`config.mk`:
```
export PLATFORM = sky130hd
export DESIGN_NAME = irq_vector_ctrl
export DESIGN_NICKNAME = d
export VERILOG_FILES = /design/src/rtl/irqc_pkg.sv /design/src/rtl/irqc_regs.sv /design/src/rtl/irqc_ext_detect.sv /design/src/rtl/irqc_arbiter.sv /design/src/rtl/irq_vector_ctrl.sv
export SDC_FILE = /design/constraint.sdc
export NUM_CORES = 1
export LEC_CHECK = 0
export BUFFER_PORTS_ARGS = -buffer_cell sky130_fd_sc_hd__buf_2
export CAP_MARGIN = 20
export CORE_MARGIN = 4
export CORE_UTILIZATION = 53
export CTS_BUF_LIST = sky130_fd_sc_hd__clkbuf_8
export CTS_CLUSTER_SIZE = 12
export DETAILED_ROUTE_END_ITERATION = 12
export HOLD_SLACK_MARGIN = 0.06
export PLACE_DENSITY = 0.88
export SLEW_MARGIN = 20
export SYNTH_ARGS = -nofsm -noshare
export SYNTH_HDL_FRONTEND = slang
export SYNTH_SLANG_ARGS = --single-unit
```
`constraint.sdc`:
```
create_clock -name clk -period 2.64 [get_ports clk]
set_input_delay 0.264 -clock clk [delete_from_list [all_inputs] [get_ports clk]]
set_output_delay 0.264 -clock clk [all_outputs]
set_load 0.01 [all_outputs]
```
`src/rtl/irqc_pkg.sv`:
```
package irqc_pkg;
  localparam int NSRC = 5;
  localparam int NEXT = 2;
  localparam int IDX_W = $clog2(NSRC);

  typedef enum logic [IDX_W-1:0] {
    SRC_EXT0 = 3'd0,
    SRC_TMR0 = 3'd1,
    SRC_EXT1 = 3'd2,
    SRC_TMR1 = 3'd3,
    SRC_SER  = 3'd4
  } src_e;

  localparam int REG_ENABLE = 0;
  localparam int REG_LEVEL  = 1;
  localparam int REG_PINCFG = 2;
  localparam int GLB_BIT    = 7;
endpackage

```
`src/rtl/irqc_regs.sv`:
```
module irqc_regs
  import irqc_pkg::*;
#(
  parameter int DW = 8,
  parameter int AW = 2
) (
  input  logic            clk,
  input  logic            rst_n,
  input  logic            wr,
  input  logic [AW-1:0]   addr,
  input  logic [DW-1:0]   wdata,
  input  logic [NEXT-1:0] ext_req,
  output logic            glb_en,
  output logic [NSRC-1:0] src_en,
  output logic [NSRC-1:0] src_hi,
  output logic [NEXT-1:0] ext_edge,
  output logic [DW-1:0]   rdata
);
  always_ff @(posedge clk or negedge rst_n) begin
    if (!rst_n) begin
      glb_en   <= 1'b0;
      src_en   <= '0;
      src_hi   <= '0;
      ext_edge <= '0;
    end else if (wr) begin
      case (int'(addr))
        REG_ENABLE: begin
          glb_en <= wdata[GLB_BIT];
          src_en <= wdata[NSRC-1:0];
        end
        REG_LEVEL:  src_hi   <= wdata[NSRC-1:0];
        REG_PINCFG: ext_edge <= wdata[NEXT-1:0];
        default: ;
      endcase
    end
  end

  always_comb begin
    rdata = '0;
    case (int'(addr))
      REG_ENABLE: begin
        rdata[GLB_BIT]    = glb_en;
        rdata[NSRC-1:0]   = src_en;
      end
      REG_LEVEL:  rdata[NSRC-1:0] = src_hi;
      REG_PINCFG: begin
        rdata[NEXT-1:0]        = ext_edge;
        rdata[2*NEXT-1:NEXT]   = ext_req;
      end
      default: rdata = '0;
    endcase
  end
endmodule

```
`src/rtl/irqc_ext_detect.sv`:
```
module irqc_ext_detect (
  input  logic clk,
  input  logic rst_n,
  input  logic pin_n,
  input  logic edge_mode,
  input  logic clr,
  output logic req
);
  logic samp_now, samp_old, edge_flag;
  logic fall_seen;

  assign fall_seen = samp_old & ~samp_now;

  always_ff @(posedge clk or negedge rst_n) begin
    if (!rst_n) begin
      samp_now  <= 1'b1;
      samp_old  <= 1'b1;
      edge_flag <= 1'b0;
    end else begin
      samp_now <= pin_n;
      samp_old <= samp_now;
      if (!edge_mode)     edge_flag <= 1'b0;
      else if (fall_seen) edge_flag <= 1'b1;
      else if (clr)       edge_flag <= 1'b0;
    end
  end

  assign req = edge_mode ? edge_flag : ~samp_now;
endmodule

```
`src/rtl/irqc_arbiter.sv`:
```
module irqc_arbiter #(
  parameter int N  = 5,
  parameter int IW = $clog2(N)
) (
  input  logic [N-1:0]  pend,
  input  logic [N-1:0]  hi,
  input  logic          act_hi,
  input  logic          act_lo,
  output logic          win_vld,
  output logic [IW-1:0] win_idx,
  output logic          win_hi
);
  logic [N-1:0]  hi_set, lo_set;
  logic          hi_any, lo_any;
  logic [IW-1:0] hi_idx, lo_idx;

  assign hi_set = pend & hi;
  assign lo_set = pend & ~hi;

  always_comb begin
    hi_any = 1'b0;
    lo_any = 1'b0;
    hi_idx = '0;
    lo_idx = '0;
    for (int i = N - 1; i >= 0; i--) begin
      if (hi_set[i]) begin
        hi_any = 1'b1;
        hi_idx = IW'(i);
      end
      if (lo_set[i]) begin
        lo_any = 1'b1;
        lo_idx = IW'(i);
      end
    end
  end

  always_comb begin
    win_vld = 1'b0;
    win_idx = '0;
    win_hi  = 1'b0;
    if (!act_hi) begin
      if (hi_any) begin
        win_vld = 1'b1;
        win_idx = hi_idx;
        win_hi  = 1'b1;
      end else if (lo_any && !act_lo) begin
        win_vld = 1'b1;
        win_idx = lo_idx;
      end
    end
  end
endmodule

```
`src/rtl/irq_vector_ctrl.sv`:
```
module irq_vector_ctrl
  import irqc_pkg::*;
#(
  parameter int DW       = 8,
  parameter int AW       = 2,
  parameter int VW       = 16,
  parameter int VEC_BASE = 3,
  parameter int VEC_STEP = 8
) (
  input  logic          clk,
  input  logic          rst_n,
  input  logic          bus_wr,
  input  logic [AW-1:0] bus_addr,
  input  logic [DW-1:0] bus_wdata,
  output logic [DW-1:0] bus_rdata,
  input  logic [1:0]    ext_pin_n,
  input  logic [1:0]    tmr_flag,
  input  logic          ser_flag,
  output logic          irq_valid,
  input  logic          irq_ready,
  output logic [VW-1:0] irq_vector,
  input  logic          irq_return,
  output logic [1:0]    tmr_clr
);
  logic            glb_en;
  logic [NSRC-1:0] src_en, src_hi, src_flag, pend;
  logic [NEXT-1:0] ext_edge, ext_req, ext_clr;
  logic            win_vld, win_hi;
  logic [IDX_W-1:0] win_idx;
  logic            off_vld, off_hi;
  logic [IDX_W-1:0] off_idx;
  logic            act_hi, act_lo, act_hi_nx, act_lo_nx;
  logic            xfer;

  localparam src_e EXT_IDX [NEXT] = '{SRC_EXT0, SRC_EXT1};

  irqc_regs #(.DW(DW), .AW(AW)) u_regs (
    .clk(clk), .rst_n(rst_n), .wr(bus_wr), .addr(bus_addr), .wdata(bus_wdata),
    .ext_req(ext_req), .glb_en(glb_en), .src_en(src_en), .src_hi(src_hi),
    .ext_edge(ext_edge), .rdata(bus_rdata)
  );

  for (genvar e = 0; e < NEXT; e++) begin : g_ext
    assign ext_clr[e] = xfer && (off_idx == EXT_IDX[e]);
    irqc_ext_detect u_det (
      .clk(clk), .rst_n(rst_n), .pin_n(ext_pin_n[e]), .edge_mode(ext_edge[e]),
      .clr(ext_clr[e]), .req(ext_req[e])
    );
  end

  always_comb begin
    src_flag           = '0;
    src_flag[SRC_EXT0] = ext_req[0];
    src_flag[SRC_TMR0] = tmr_flag[0];
    src_flag[SRC_EXT1] = ext_req[1];
    src_flag[SRC_TMR1] = tmr_flag[1];
    src_flag[SRC_SER]  = ser_flag;
  end

  assign pend = src_flag & src_en & {NSRC{glb_en}};

  irqc_arbiter #(.N(NSRC), .IW(IDX_W)) u_arb (
    .pend(pend), .hi(src_hi), .act_hi(act_hi), .act_lo(act_lo),
    .win_vld(win_vld), .win_idx(win_idx), .win_hi(win_hi)
  );

  assign irq_valid  = off_vld & glb_en;
  assign xfer       = irq_valid & irq_ready;
  assign irq_vector = VW'(VEC_BASE) + VW'(off_idx) * VW'(VEC_STEP);
  assign tmr_clr[0] = xfer && (off_idx == SRC_TMR0);
  assign tmr_clr[1] = xfer && (off_idx == SRC_TMR1);

  always_comb begin
    act_hi_nx = act_hi;
    act_lo_nx = act_lo;
    if (irq_return) begin
      if (act_hi) act_hi_nx = 1'b0;
      else        act_lo_nx = 1'b0;
    end
    if (xfer) begin
      if (off_hi) act_hi_nx = 1'b1;
      else        act_lo_nx = 1'b1;
    end
  end

  always_ff @(posedge clk or negedge rst_n) begin
    if (!rst_n) begin
      off_vld <= 1'b0;
      off_idx <= '0;
      off_hi  <= 1'b0;
      act_hi  <= 1'b0;
      act_lo  <= 1'b0;
    end else begin
      act_hi <= act_hi_nx;
      act_lo <= act_lo_nx;
      if (!glb_en || xfer) begin
        off_vld <= 1'b0;
      end else if (!off_vld && win_vld) begin
        off_vld <= 1'b1;
        off_idx <= win_idx;
        off_hi  <= win_hi;
      end
    end
  end
endmodule

```
* After elaboration in Yosys (flattened, before gate mapping)
Index checks and enable logic that the tools add are counted.
Widths: inputs -> output; s select.
** Storage, ports and cells
- Flip-flop bits (word level) :: 26
- Bits of input ports :: 20
- Output and inout bits :: 27
- Word-level logic and storage cells :: 100
** Operators by class
- Add/sub/neg operators :: 1
- Equality and inequality tests :: 7
- Muxes and demuxes :: 48
- Bitwise logic cells :: 12
- Reductions and logical operators :: 17
** Operator list (number)
- $mux 3 :: 13
- $mux 1 :: 33
- $and 5x5->5 :: 4
- $pmux 4 s3 :: 1
- $reduce_and 2->1 :: 4
- $add 2x6->7 const A :: 1
- $eq 3x2->1 const B :: 2
- $logic_and 1x1->1 :: 6
- $ne 3x1->1 const B :: 2
- $not 5->5 :: 1
- $and 1x1->1 :: 4
- $eq 3x1->1 const B :: 1
- $logic_not 1->1 :: 3
- $logic_not 3->1 :: 1
- $not 1->1 :: 3
- $eq 2x1->1 const B :: 1
- $eq 2x2->1 const B :: 1
- $logic_not 2->1 :: 1
- $pmux 1 s2 :: 1
- $reduce_bool 2->1 :: 1
- $logic_or 1x1->1 :: 1

* Depth between registers and ports, before layout
Gate-level depths: netlist of run 1.
- Depth in word-level cells :: 17
- Mapped depth :: 7
- Depth with buffers taken out :: 6

* By module
From an unflattened synthesis of run 1, not the netlist that was laid out.
** Second synthesis, totals
- Cell total of the unflattened synthesis :: 139
- Area, all modules :: 1544.0 sq um
** Modules (own cells, without submodules)
- irqc_regs :: times used 1, cells each 46, area each 661.9 sq um, sequential area each 325.3 sq um
- irq_vector_ctrl :: times used 1, cells each 48, area each 464.2 sq um, sequential area each 175.2 sq um
- irqc_ext_detect :: times used 2, cells each 8, area each 117.6 sq um, sequential area each 77.6 sq um
- irqc_arbiter :: times used 1, cells each 29, area each 182.7 sq um, sequential area each 0.0 sq um

* Worst setup path after synthesis of run 1
OpenSTA, ideal clock, no wires.
- Kind :: flip-flop to flip-flop
- Start point :: reg g_ext[1].u_det.samp_now
- End point :: reg off_idx[1]
- Library setup time :: 0.125 ns
- Arrival :: 1.765 ns
- Required time :: 2.515 ns
- Path slack :: 0.750 ns
- Cell stages (with the launch flop) :: 7
- Path buffers :: 0
- Period minus slack after synthesis :: 1.890 ns
- Cells stage by stage :: dfstp_2 nor2b_2 nor4_4 nor4_4 a211oi_2 or2_4 mux2_4
** Between the ends
- Longest elaborated chain between the ends :: 14
- Elaborated cells on any way between the ends :: 27
- Classes of those cells :: mux (19); bitwise (5); reduce/logical (3)
** Ends and longest elaborated chain
- start, declared :: line irqc_ext_detect.sv:9 : logic samp_now, samp_old, edge_flag;
- start signal, assigned :: line irqc_ext_detect.sv:20 : samp_now <= pin_n;
- $not 1->1 (*) :: line irqc_ext_detect.sv:28 : assign req = edge_mode ? edge_flag : ~samp_now;
- $mux 1 (*) :: line irqc_ext_detect.sv:28
- $and 5x5->5 (*) (2 in a row) :: line irq_vector_ctrl.sv:60 : assign pend = src_flag & src_en & {NSRC{glb_en}};
- $and 5x5->5 :: line irqc_arbiter.sv:18 : assign lo_set = pend & ~hi;
- $mux 1 (3 in a row) :: line irqc_arbiter.sv:30 : if (lo_set[i]) begin
- $logic_and 1x1->1 :: line irqc_arbiter.sv:46 : end else if (lo_any && !act_lo) begin
- $mux 1 :: line irqc_arbiter.sv:46
- $mux 1 :: line irqc_arbiter.sv:42 : if (hi_any) begin
- $mux 1 :: line irqc_arbiter.sv:41 : if (!act_hi) begin
- $logic_and 1x1->1 :: line irq_vector_ctrl.sv:98 : end else if (!off_vld && win_vld) begin
- $reduce_and 2->1 (no line)
- end signal, assigned :: line irq_vector_ctrl.sv:100 : off_idx <= win_idx;
- end, declared :: line irq_vector_ctrl.sv:31 : logic [IDX_W-1:0] off_idx;
Every way passes the cells marked *; elsewhere a longest branch is shown, timed or not.
A chain may end at the register's enable or synchronous reset.

* Worst setup path after layout of run 1
- Start point :: reg u_regs.glb_en
- End point :: reg off_idx[1]
** Between the ends
- Longest elaborated chain between the ends :: 13
- Elaborated cells on any way between the ends :: 35
- Classes of those cells :: mux (24); bitwise (6); reduce/logical (5)
** Ends and longest elaborated chain
- start, declared :: line irqc_regs.sv:13 : output logic glb_en,
- start signal, assigned :: line irqc_regs.sv:28 : glb_en <= wdata[GLB_BIT];
- $and 5x5->5 :: line irq_vector_ctrl.sv:60
- $and 5x5->5 :: line irqc_arbiter.sv:18
- $mux 1 (5 in a row) :: line irqc_arbiter.sv:30
- $logic_and 1x1->1 :: line irqc_arbiter.sv:46
- $mux 1 :: line irqc_arbiter.sv:46
- $mux 1 :: line irqc_arbiter.sv:42
- $mux 1 :: line irqc_arbiter.sv:41
- $logic_and 1x1->1 :: line irq_vector_ctrl.sv:98
- $reduce_and 2->1 (no line)
Several ways; a longest one is shown, not always the timed one.

==> flow_summary.ini, run 1 <==
[cts]
cts_tree = yes
clkTransAtPathRegs_ns = 0.09
cts_sinks = 26
cts_max_level = 1
cts_made_buffers = 3
cts_root_buf = clkbuf_8
insertion_delay_ns = 0.28
clockBufferDepth = 2

[die]
io_pins = 47
start_util_pct = 55.26
core_mm2 = 0.002758
num_rows = 19
die_y_um = 61.62
dieArea_mm2 = 0.003797
dieWidth_um = 61.62

[detailed_routing]
avgRoutedWirePerCell_um = 14.90
vias = 1106
routed_wl_mm = 3.040
drtAntennaViolNets = 0
drc_errors = 0
drtIter0Drc = 23
viasPerCell = 5.422
dr.pass1.iters = 4

[place]
numPortBuffers = 29
dp.cells = 199
hpwl_mm = 2.373
place.gp.congestion = 0.8692

[power]
p_int_uw = 869.2
ir_worst_vdd_mv = 0.4652
clockPowerShare_pct = 25.7
seq_power_share_pct = 45.3
power-per-cell-area_mw_per_mm2 = 748.2
p_comb_share_pct = 29.0
design_power_total_uw = 1282
netSwitchingFraction_pct = 32.18
p_switching_uw = 412.4
p_leak_uw = 0.0007941

[synthesis]
synth_edf_count = 0
synth.largest_area_cell = dfrtp_1
syn_area_mm2 = 0.001524
ys_seq_area_share_pct = 43.02
async_flop_share_pct = 100.0
yosys_warnings = 0
yosysTopAreaCellShare_pct = 36.12
netlist_instances = 144
ys.flop_type = dfrtp_1
ys_types = 42
synth.avg_cell_area_um2 = 10.58
synthTopCellsByCount = dfrtp_1 (22), buf_4 (15), mux2_2 (13)
synth_most_common_cell = dfrtp_1
synth_seq_cells = 26
ys_top_cells_by_area = dfrtp_1 (36%), mux2_2 (9.6%), buf_4 (7.4%), dfstp_2 (6.9%), mux2i_1 (3.3%)

[min_path]
min_path_type = in2reg

[setup_path]
path_max_fanout = 14
ff2ff_setup_slack_ns = 0.43
cp.arrival_ns = 2.38
critPathRequiredTime_ns = 2.81
startpoint_type = register
crit_path_end_kind = register
critical_path_class = reg2reg

[status]
run_status = completed

[grt]
grt_overflow = 0
grt_util_all_layers_pct = 18.62
grt_pass1_vias = 1153
grt_pass1_wl_mm = 5.161
antenna_found_initial = 0
grt_max_degree = 27

[timing]
max_slew_margin_pct = 62.98
hold_viol_final = 0
tightest_slew_ns = 0.5529
skew_ns = 0.009832
period_share_pct = 83.59
slew_violations = 0
period_minus_slack_ns = 2.207
fmax_mhz = 453.2
grt_setup_unrepaired = no
fin_tns_setup_ns = 0
setup_viol = 0

[run]
maxCapViolCount = 0

[layout]
final_nets = 194
layoutNonFillerInstCount = 204
n_antenna_cell = 0
syn2layout_area_growth_pct = 12.40
drive_above_1_share_pct = 35.84
-- sequential cells by signal, summed over array words and instances, names as in the netlist, 2 cells and up --
signal / flops
u_regs.src_en: 5
g_ext.u_det.edge_flag: 2
g_ext.u_det.samp_old: 2
u_regs.src_hi: 5
u_regs.ext_edge: 2
g_ext.u_det.samp_now: 2
off_idx: 3
-- power groups by stage --
stage          logic, uW  registers (uW)  clock network (uW)
2_1_floorplan        291             562                   0
3_3_place_gp         357             580                   0
3_5_place_dp         370             588                   0
4_1_cts              373             580                 335
5_1_grt              415             596                 354
6_report             372             580                 329
-- placed cells by master (no fill, tap or decap), types with 2 or more instances in the layout --
master and count:
dfstp_2 4, nand2_1 7, mux2_4 2, inv_1 7, o22ai_1 2, nor3b_1 2, o21ai_0 5, clkbuf_8 3
nand2b_1 2, nand3b_1 2, a21oi_1 4, nor4_4 2, mux2_2 13, nor2b_1 6, a41oi_1 2, buf_2 29
mux2i_1 5, conb_1 15, nor2_1 7, nand4_1 4, o21bai_1 2, dfrtp_1 22, nor4_1 2, nand3_1 5
-- logic make-up after synthesis --
group / after synthesis / share of synthesized area (%)
simple gates: 48 / 21.26
flops: 26 / 43.02
buf+inv: 25 / 9.935
compound gates: 23 / 10.43
mux: 20 / 14.86
other cells: 2 / 0.4928
-- final timing paths --
kind / startpoint / to / cells past startpoint
max in group asynchronous: rst_n / u_regs.src_hi[4] / 2
min reg2reg: g_ext[1].u_det.samp_now / g_ext[1].u_det.samp_old / 0
max: u_regs.glb_en / off_idx[1] / 6
min: ext_pin_n[0] / g_ext[0].u_det.samp_now / 1
max reg2reg: u_regs.glb_en / off_idx[1] / 6
min in group asynchronous: rst_n / u_regs.src_hi[2] / 2
-- final cells by class --
class | instances | area (um^2)
clock buffers | 3 | 41.29
clock inverters | 1 | 30.03
fillers | 239 | 1045
inverters | 7 | 26.28
multi-input cells | 106 | 765.7
flip-flops and latches | 26 | 655.6
well taps | 31 | 38.79
repair buffers | 30 | 155.1
-- per-layer routing --
metal / global-route usage [%] / wire [um] / vias to the layer above
li1: - / - / 539
met2: 30.94 / 1474 / 45
met5: 0 / 0 / -
met3: 3.354 / 233 / 7
met1: 23.85 / 1277 / 515
met4: 7.576 / 55 / 0
-- stage by stage --
stage                     util, %  worst slack [ns]  cell area, um^2  hold slack [ns]
final                       62.11            0.4333             1713          0.07442
after global routing        62.11            0.2834             1713          0.06103
after CTS                   62.11            0.4458             1713          0.06861
after detailed placement    59.17            0.4561             1632           0.2893
after global placement      59.17            0.5697             1632           0.2698
after floorplan                 -            0.7503             1573         -0.03159
-- what timing repair did --
| action | in CTS | in global routing |
|---|---|---|
| hold endpoints to repair | 22 | 0 |
| gates resized for setup | 0 | 0 |
| buffers inserted | 0 | 0 |
| hold buffers | 1 | 0 |
-- worst max-delay path, stage by stage (launching register included) --
cell     delay, ns
dfrtp_1       0.60
nand2_1       0.20
nor4b_2       0.39
nor2b_1       0.09
a41oi_1       0.31
or2_4         0.21
mux2_4        0.30
No activity file was read; power rests on OpenSTA's default activity.
==> run 2: changes to the inputs <==
==> constraint.sdc (replaced) <==
create_clock -name clk -period 2.2 [get_ports clk]
set_input_delay 0.22 -clock clk [delete_from_list [all_inputs] [get_ports clk]]
set_output_delay 0.22 -clock clk [all_outputs]
set_load 0.01 [all_outputs]
==> run 2 against run 1 <==
Net effect:
- worst hold slack gained 0.081 ns
- via count grew 3.8%
- combinational power grew 22%
- die area is the same
- count of clock-buffer cells in the layout is the same
- final cell count grew 1.5%
- sequential cell count is the same
- clock power grew 20%
- clock skew grew 0.0012 ns
- register-to-register slack lost 0.27 ns
- critical path type unchanged
- critical endpoint unchanged
- largest power group unchanged
==> flow_summary.ini, run 2 (synthesized netlist as in run 1, its figures left out) <==
[status]
run_status = completed

[detailed_routing]
wl_met3_um = 206
drc_errors = 0
highest_layer = met4
drtAntennaViolNets = 0
viasPerCell = 5.546
vias = 1148
routed_wl_mm = 3.106
drtIter0Drc = 40
dr.pass1.iters = 4
wl_met2_mm = 1.511
avgRoutedWirePerCell_um = 15.00
wl_met1_mm = 1.358

[timing]
slew_violations = 0
period_minus_slack_ns = 2.034
hold_viol_final = 0
fin_tns_setup_ns = 0
skew_ns = 0.01099
tightest_slew_ns = 0.5670
setup_viol = 0
grt_setup_unrepaired = no
period_share_pct = 92.45
max_slew_margin_pct = 62.20
fmax_mhz = 491.7

[die]
dieWidth_um = 61.62
core_mm2 = 0.002758
die_y_um = 61.62
dieArea_mm2 = 0.003797
num_rows = 19
start_util_pct = 55.26
io_pins = 47

[cts]
clockBufferDepth = 2
insertion_delay_ns = 0.27
cts_sinks = 26
clkTransAtPathRegs_ns = 0.10
cts_tree = yes
cts_max_level = 1
cts_root_buf = clkbuf_8
cts_made_buffers = 3

[layout]
n_antenna_cell = 0
layout_commonest_cell = buf_2
layout_common_cells = buf_2 (29), dfrtp_1 (21), conb_1 (15)
drive_above_1_share_pct = 36.36
fin_area_mm2 = 0.001742
syn2layout_area_growth_pct = 14.29
final_nets = 197
biggestRegsByFlops = u_regs.src_en (5), u_regs.src_hi (5), off_idx (3)

[place]
place_area_mm2 = 0.001639
numPortBuffers = 29
place.gp.congestion = 0.8514
hpwl_mm = 2.373

[setup_path]
critPathRequiredTime_ns = 2.37
cp.arrival_ns = 2.20
startpoint_type = register
ff2ff_setup_slack_ns = 0.17
crit_path_end_kind = register
critPathCapture = off_idx[1]
reg2reg_from = u_regs.ext_edge[1]
reg2regPathDepth = 6
rr_endpoint = off_idx[1]
critical_path_class = reg2reg
worstSetupStartpoint = u_regs.ext_edge[1]
path_max_fanout = 5

[grt]
grt_util_all_layers_pct = 18.26
grt_max_degree = 27
grt_overflow = 0
grt_pass1_vias = 1123
grt_pass1_wl_mm = 5.119
antenna_found_initial = 0

[run]
maxCapViolCount = 0

[min_path]
min_from = irq_return
min_path_type = in2reg

[power]
power-per-cell-area_mw_per_mm2 = 890.0
p_leak_uw = 0.0008068
ir_worst_vdd_mv = 0.6491
[run 2: layer usage]
layer | GRT usage [%] | up-vias
li1 | - | 546
met1 | 23.95 | 548
met2 | 30.64 | 48
met3 | 3.564 | 6
met4 | 5.152 | 0
met5 | 0 | -
[run 2: power by group]
part	total, uW	switching (uW)	internal (uW)
combinational	453	231	222
sequential	700	119	582
clock	396	153	243
[run 2: critical path, cell delays in order (launching register included)]
cell      delay [ns]
dfrtp_1         0.45
and2b_4         0.21
nor4_4          0.37
nor4_4          0.10
a211oi_2        0.29
or2_4           0.20
mux2_4          0.30
[run 2: how the worst min path moves through the flow]
stage / slack, ns / cells after the start / endpoint
after CTS: 0.15 / 2 / act_hi
after global routing: 0.15 / 2 / act_hi
after floorplan: -0.08 / 0 / act_hi
final: 0.16 / 2 / act_hi
after detailed placement: 0.24 / 1 / u_regs.src_hi[2]
after global placement: 0.23 / 1 / u_regs.ext_edge[1]
[run 2: final cells by class]
type	count	area [um^2]
tap	31	38.79
clock inverter	1	30.03
fill	229	1016
inverter	7	26.28
multi-input combinational	106	765.7
clock buffer	3	41.29
timing repair buffer	33	182.7
sequential	26	656.9
[run 2: stage by stage]
step / power, uW / worst slack [ns] / instances / util (%) / hold WS, ns
2_1_floorplan: 1023 / 0.3103 / 157 / - / -0.07559
3_3_place_gp: 1126 / 0.1906 / 200 / 59.44 / 0.2254
3_5_place_dp: 1154 / 0.1589 / 200 / 59.44 / 0.2412
4_1_cts: 1550 / 0.1575 / 207 / 63.11 / 0.1526
5_1_grt: 1640 / 0.09485 / 207 / 63.16 / 0.1454
6_report: 1550 / 0.1661 / 207 / 63.16 / 0.1559
[run 2: what timing repair did]
item / CTS / global route
hold endpoints to repair: 24 / 0
buffers inserted: 0 / 0
hold buffers: 3 / 0
gates resized for setup: 0 / 1
setup endpoints to repair: 0 / 2
